<file path="config.mk">
export PLATFORM = sky130hd
export DESIGN_NAME = cfg_guard
export DESIGN_NICKNAME = d
export VERILOG_FILES = /design/src/rtl/cfg_guard.sv
export SDC_FILE = /design/constraint.sdc
export NUM_CORES = 1
export LEC_CHECK = 0
export CORE_MARGIN = 3
export CORE_UTILIZATION = 40
export DETAILED_ROUTE_END_ITERATION = 8
export DONT_BUFFER_PORTS = 1
export PLACE_DENSITY = 0.54
export SYNTH_ARGS = -nofsm -noshare
export SYNTH_HDL_FRONTEND = slang
export SYNTH_SLANG_ARGS = --single-unit
</file>
<file path="constraint.sdc">
create_clock -name clk -period 3.45 [get_ports clk]
set_input_delay 0.69 -clock clk [delete_from_list [all_inputs] [get_ports clk]]
set_output_delay 0.69 -clock clk [all_outputs]
set_load 0.03 [all_outputs]
</file>
<file path="src/rtl/cfg_guard.sv">
module cfg_guard #(
  parameter int ADDR_W    = 4,
  parameter int DATA_W    = 8,
  parameter int SIG_BYTES = 8
) (
  input  logic              clk,
  input  logic              rst_n,
  input  logic              cmd_valid,
  output logic              cmd_ready,
  input  logic [2:0]        cmd_op,
  input  logic [ADDR_W-1:0] cmd_addr,
  input  logic [DATA_W-1:0] cmd_data,
  output logic              rsp_valid,
  output logic [DATA_W-1:0] rsp_data,
  output logic              rsp_denied,
  output logic [DATA_W-1:0] preload_q
);
  localparam int DEPTH = 1 << ADDR_W;
  localparam int SIG_W = $clog2(SIG_BYTES);

  localparam logic [2:0] OP_PROG   = 3'd0;
  localparam logic [2:0] OP_VERIFY = 3'd1;
  localparam logic [2:0] OP_PRE    = 3'd2;
  localparam logic [2:0] OP_SIGWR  = 3'd3;
  localparam logic [2:0] OP_SIGRD  = 3'd4;
  localparam logic [2:0] OP_SECURE = 3'd5;
  localparam logic [2:0] OP_ERASE  = 3'd6;

  logic [DATA_W-1:0] arr_q [DEPTH];
  logic [DATA_W-1:0] sig_q [SIG_BYTES];
  logic              fuse_q;
  logic              deny_c;
  logic [DATA_W-1:0] rdata_c;
  logic [SIG_W-1:0]  sidx;

  wire accept = cmd_valid & cmd_ready;
  assign cmd_ready = ~rsp_valid;
  assign sidx = cmd_addr[SIG_W-1:0];

  always_comb begin
    deny_c  = 1'b0;
    rdata_c = '0;
    case (cmd_op)
      OP_VERIFY: begin
        deny_c  = fuse_q;
        rdata_c = fuse_q ? '0 : arr_q[cmd_addr];
      end
      OP_PRE:   deny_c  = fuse_q;
      OP_SIGRD: rdata_c = sig_q[sidx];
      OP_PROG, OP_SIGWR, OP_SECURE, OP_ERASE: ;
      default:  deny_c  = 1'b1;
    endcase
  end

  always_ff @(posedge clk) begin
    if (!rst_n) begin
      rsp_valid  <= 1'b0;
      rsp_data   <= '0;
      rsp_denied <= 1'b0;
      fuse_q     <= 1'b0;
      preload_q  <= '0;
      for (int i = 0; i < DEPTH; i++) arr_q[i] <= '0;
      for (int i = 0; i < SIG_BYTES; i++) sig_q[i] <= '0;
    end else begin
      rsp_valid  <= accept;
      rsp_data   <= accept ? rdata_c : '0;
      rsp_denied <= accept & deny_c;
      if (accept) begin
        case (cmd_op)
          OP_PROG:   arr_q[cmd_addr] <= cmd_data;
          OP_PRE:    if (!fuse_q) preload_q <= cmd_data;
          OP_SIGWR:  sig_q[sidx] <= cmd_data;
          OP_SECURE: fuse_q <= 1'b1;
          OP_ERASE: begin
            fuse_q <= 1'b0;
            for (int i = 0; i < DEPTH; i++) arr_q[i] <= '0;
            for (int i = 0; i < SIG_BYTES; i++) sig_q[i] <= '0;
          end
          default: ;
        endcase
      end
    end
  end

  p_accept_rsp_r1: assert property (@(posedge clk) disable iff (!rst_n)
    (cmd_valid && cmd_ready) |=> rsp_valid);
  p_rsp_single_r1: assert property (@(posedge clk) disable iff (!rst_n)
    rsp_valid |=> !rsp_valid);
  p_busy_not_ready_r1: assert property (@(posedge clk) disable iff (!rst_n)
    rsp_valid |-> !cmd_ready);
  p_deny_in_rsp_r3: assert property (@(posedge clk) disable iff (!rst_n)
    rsp_denied |-> (rsp_valid && rsp_data == '0));
  p_preload_held_r5: assert property (@(posedge clk) disable iff (!rst_n)
    (rsp_valid && rsp_denied) |-> $stable(preload_q));
  p_secure_sticks_r7: assert property (@(posedge clk) disable iff (!rst_n)
    (fuse_q && !(accept && cmd_op == OP_ERASE)) |=> fuse_q);
  p_erase_unlocks_r8: assert property (@(posedge clk) disable iff (!rst_n)
    (accept && cmd_op == OP_ERASE) |=> !fuse_q);
endmodule

</file>
==> flow_summary.toml, run 1 <==
[placed_design]
place_area_um2 = 9976
dp_hpwl_mm = 14.04
place_congestion = 0.8180
portBuffers = 0

[global_routing]
grt.total_usage_pct = 17.14
grt_pass1_vias = 5283
grt_max_degree = 58
grt-ovfl-total = 0
grt_antenna_before_repair = 1
grt_pass1_wl_mm = 33.58

[detailed_routing]
via_per_inst = 5.182
drt_first_iter_violations = 485
drcViolationCount = 0
vias = 5042
dr.pass1.iters = 5
drt.antenna.violating_nets = 0
wirelength_mm = 21.80
routedWlPerCell_um = 22.40

[flow_run]
maxCapViolations = 0

[critical_path]
worstPathArrival_ns = 2.75
reg2reg_depth = 3
endpoint_kind = "flop"
path_class = "flop to flop"
critPathMaxFanout = 8
setup.worst_path.start = "rsp_valid"
worstReg2RegEnd = "sig_q[2][5]"
startpoint_type = "flop"
reg2reg_from = "rsp_valid"
cp.required_ns = 3.57
rrSetupSlack_ns = 0.82
crit_end = "sig_q[2][5]"

[clock_network]
numCtsBuffers = 24
h-tree-depth = 1
cts.hold.buffers_added = 0
cts.sinks = 211
cts_resized = 0
post-cts-setup-buffers = 0
root_buffer = "clkbuf_16"
clk_pin_slew_worst_paths_ns = 0.06
cts_tree = "yes"
clockBufferDepth = 3
worst_skew_pair.late_latency_ns = 0.50

[floorplan]
ios = 37
die_area_um2 = 26000
die_x_um = 161.2
die_h_um = 161.2
rows = 56
coreArea_um2 = 23610
start_util_pct = 40.83

[synth]
syn_inst = 635
async_reset_ff_share_pct = 0
yosys.area.top_type_share_pct = 59.81
synth_edf_count = 192
synthTopCellsByCount = "and2_1 (193), edfxtp_1 (192), mux4_2 (48)"
syn_area_um2 = 9640
ys_ff_latch = 211
synth_most_common_cell = "and2_1"
avgSynthCellArea_um2 = 15.18
synth_top_area_cell = "edfxtp_1"
yosys_warnings = 0
synth_ff_type = "edfxtp_1"
ys_seq_area_share_pct = 63.75
synth_nets = 653
synth_cell_types = 38
synth_area_leaders = "edfxtp_1 (60%), and2_1 (13%), mux4_2 (11%)"

[timing]
rsz0062_at_grt = "no"
setup_viol = 0
slew_headroom_pct = 28.56
worstMarginPinSlew_ns = 1.060
tns_ns = 0
finClkSkew_ns = 0.01359
hold_violations = 0
maxSlewViolCount = 0
post-route-period-util_pct = 76.31
fin_crit_ns = 2.633
fmax_ghz = 0.3798
hold_slack_ns = 0.3068

[finish]
ff_latch_area_um2 = 6146
syn_to_final_growth_pct = 11.80
multi_input_area_um2 = 3296
fin_nets = 654
fill_cells = 2077
drive_above_1_share_pct = 19.57
design_area_um2 = 10780
antenna_cells = 0

[outcome]
outcome = "finished clean"

[power]
internal-power_mw = 4.628
vdd_drop_max_uv = 399.4
p_per_area_nw_per_um2 = 536.4
p_clk_share_pct = 44.3
swShare_pct = 19.93
power_frac_comb_pct = 4.8
p_seq_share_pct = 50.9
power_switching_mw = 1.152
power_leakage_nw = 3.873

[worst_hold_path]
hp-class = "primary input to flop"
==> layer usage <==
layer / track usage [%] / wire length, µm / up-vias
li1: - / - / 2339
met1: 24.27 / 9845 / 2542
met2: 28.13 / 10400 / 129
met3: 3.001 / 1092 / 32
met4: 3.637 / 462 / 0
met5: 0 / 0 / -
==> how the worst min path moves through the flow <==
stage	startpoint	endpoint	slack, ns	depth (start not counted)
after detailed placement	fuse_q	rsp_denied	0.54	2
after floorplan	fuse_q	rsp_denied	0.49	2
after global routing	rst_n	fuse_q	0.30	1
final	rst_n	fuse_q	0.31	1
after CTS	rst_n	fuse_q	0.29	1
after global placement	fuse_q	rsp_denied	0.52	2
==> metrics by stage <==
step	util (%)	total power [mW]	instances	setup slack, ns
global placement	42.25	3.271	929	0.7918
floorplan	-	3.228	635	0.8887
global route	45.64	5.969	973	0.6426
detailed placement	42.25	3.276	929	0.7092
finish	45.64	5.781	973	0.8172
CTS	45.64	5.848	973	0.7978
==> kinds of logic after synthesis <==
logic type                share of synthesized area [%]
and+or+nand+nor                                   17.24
DFF                                               63.75
muxes                                             14.70
buffers and inverters                             2.064
AOI/OAI and AO/OA                                 2.155
xor gates and xnor gates                        0.09087
==> placed cells by master (no fill, tap or decap), types with 2 or more instances in the layout <==
master / count
a22oi_1: 5
and2_1: 193
buf_4: 17
bufinv_16: 3
clkbuf_1: 7
clkbuf_16: 25
clkbuf_8: 2
clkinv_1: 2
clkinv_2: 5
dfxtp_1: 19
edfxtp_1: 192
inv_1: 2
mux2_2: 13
mux2i_1: 19
mux4_2: 48
nand2_1: 7
nand2b_1: 12
nand3_1: 4
nand4b_1: 2
nor2_1: 13
nor2_2: 6
nor2b_1: 9
nor3_2: 5
nor3_4: 2
o21ai_0: 20
o21ai_1: 5
o221ai_1: 3
==> registers in the layout (all words and copies together), names as in the netlist <==
register	flops
arr_q	128
sig_q	64
preload_q	8
rsp_data	8
fuse_q	1
rsp_denied	1
rsp_valid	1
==> final cells by class <==
cell class / count / share of cell area (%)
Sequential cell: 211 / 57.02
Multi-Input combinational cell: 380 / 30.58
Clock buffer: 34 / 6.304
Tap cell: 319 / 3.703
Timing Repair Buffer: 17 / 1.184
Clock inverter: 10 / 1.138
Inverter: 2 / 0.06965
==> power groups by stage <==
stage	clock, mW	combinational, mW	sequential, mW
after global routing	2.72	0.297	2.95
after global placement	0	0.279	2.99
after CTS	2.62	0.283	2.94
final	2.56	0.278	2.94
after detailed placement	0	0.281	2.99
after floorplan	0	0.253	2.97
==> worst max-delay path: stages, from the launching register on <==
cell and delay, ns:
dfxtp_1 0.45, nand3b_4 0.26, or4_1 0.66, o21ai_0 0.87
(Power assumes the default switching activity.)
==> run 2, diff against run 1 <==
Settings changed: PLACE_DENSITY 0.54 to 0.56.
Clock period 3.45 ns to 2.38 ns, I/O delays scaled along.
==> flow_summary.toml, run 2 (synthesis results as in run 1) <==
[outcome]
outcome = "finished clean"

[timing]
finClkSkew_ns = 0.01913
tns_ns = 0
maxSlewViolCount = 0
slew_headroom_pct = 62.80
setup_viol = 0
rsz0062_at_grt = "no"
hold_violations = 0
fmax_ghz = 0.4862
fin_crit_ns = 2.057
hold_slack_ns = 0.1018
worstMarginPinSlew_ns = 0.5559
post-route-period-util_pct = 86.41
fin_ws_ns = 0.3234

[worst_hold_path]
hp-class = "primary input to flop"
whs_path_depth = 1
min_from = "rst_n"
whs_endpoint = "preload_q[1]"

[placed_design]
portBuffers = 0
post-place-ws_ns = 0.1037
dp_hpwl_mm = 14.39
place_congestion = 0.7891

[floorplan]
rows = 56
die_area_um2 = 26000
die_x_um = 161.2
ios = 37
die_h_um = 161.2
start_util_pct = 40.83
coreArea_um2 = 23610

[finish]
final_cell_mix = "and2_1 (193), edfxtp_1 (192), mux4_2 (48)"
largest_reg_flops = 128
top_register = "arr_q"
fin_nets = 671
mostFrequentLayoutCell = "and2_1"
reg.largest.list = "arr_q x128, sig_q x64"
drive_above_1_share_pct = 22.42
antenna_cells = 0
syn_to_final_growth_pct = 12.52
multi_input_area_um2 = 3297
ff_latch_area_um2 = 6146
fill_cells = 2071

[power]
p_per_area_nw_per_um2 = 744.6
fin_total_pwr_mw = 8.077
vdd_drop_max_uv = 430.9
power_leakage_nw = 3.932

[flow_run]
maxCapViolations = 0

[detailed_routing]
drcViolationCount = 0
vias = 5179
drt_first_iter_violations = 491
routedWlPerCell_um = 22.12
via_per_inst = 5.242
wirelength_mm = 21.85
drt.antenna.violating_nets = 0
dr.pass1.iters = 5

[critical_path]
critPathMaxFanout = 8
rrSetupSlack_ns = 0.32
startpoint_type = "flop"
path_class = "flop to flop"
cp.required_ns = 2.56
worstReg2RegEnd = "sig_q[4][0]"
endpoint_kind = "flop"
worstPathArrival_ns = 2.23
reg2reg_depth = 4
reg2reg_from = "rsp_valid"

[global_routing]
grt_pass1_vias = 5401
grt_antenna_before_repair = 0
grt-ovfl-total = 0
grt_max_degree = 58
grt_pass1_wl_mm = 33.51
grt.total_usage_pct = 17.15

[clock_network]
worst_skew_pair.late_latency_ns = 0.51
cts_tree = "yes"
root_buffer = "clkbuf_16"
numCtsBuffers = 22
h-tree-depth = 1
cts.sinks = 211
clk_pin_slew_worst_paths_ns = 0.06
clockBufferDepth = 3
==> run 2: cell count changes in the layout (fill, tap and decap cells not counted), moves of 2 or more <==
cell,delta
bufinv_16,-2
clkbuf_16,-2
clkbuf_1,-6
buf_4,+19
inv_4,+2
clkinvlp_4,+2
clkbuf_8,+2
==> run 2: cell type report <==
cell class | count | area share (%)
clock buffer | 28 | 5.848
sequential | 211 | 56.66
inverter | 2 | 0.06920
clock inverter | 12 | 0.8651
multi-input combinational | 380 | 30.39
timing repair buffer | 36 | 2.491
tap | 319 | 3.679
==> run 2: where the power goes <==
part / internal (mW) / switching (mW) / leakage (nW)
clock: 2.00 / 1.41 / 0.360
combinational: 0.209 / 0.199 / 1.46
sequential: 4.19 / 0.0668 / 2.12
==> run 2: stage by stage <==
step / instance area, µm² / cells / util (%)
2_1_floorplan: 9641 / 635 / -
4_1_cts: 10850 / 988 / 45.94
5_1_grt: 10850 / 988 / 45.94
6_report: 10850 / 988 / 45.94
3_3_place_gp: 10120 / 948 / 42.85
3_5_place_dp: 10120 / 948 / 42.85
==> run 2: worst max-delay path by stage <==
stage                     start     endpoint  cells after the start
floorplan           cmd_addr[2]  sig_q[1][0]                      4
global placement      cmd_valid  arr_q[1][5]                      4
detailed placement    cmd_valid  arr_q[3][7]                      4
CTS                   rsp_valid  arr_q[3][1]                      5
global route          rsp_valid  sig_q[4][0]                      4
finish                rsp_valid  sig_q[4][0]                      4
==> run 2: worst max-delay path, stage by stage (launching register included) <==
cell	delay [ns]
dfxtp_1	0.31
nand3b_4	0.18
or4b_1	0.71
nor3_4	0.21
nand2b_1	0.33
==> run 2: timing repair <==
action,in CTS,in global routing
setup buffers,0,0
endpoints found under the setup margin,0,16
hold buffers,0,0
resized for setup,0,1
==> run 2: layer usage <==
metal	vias up	global-route usage, %	share of wire (%)
li1	2368	-	-
met1	2637	24.64	46
met2	147	27.63	48
met3	27	2.719	4.9
met4	0	4.302	1.9
met5	-	0	0
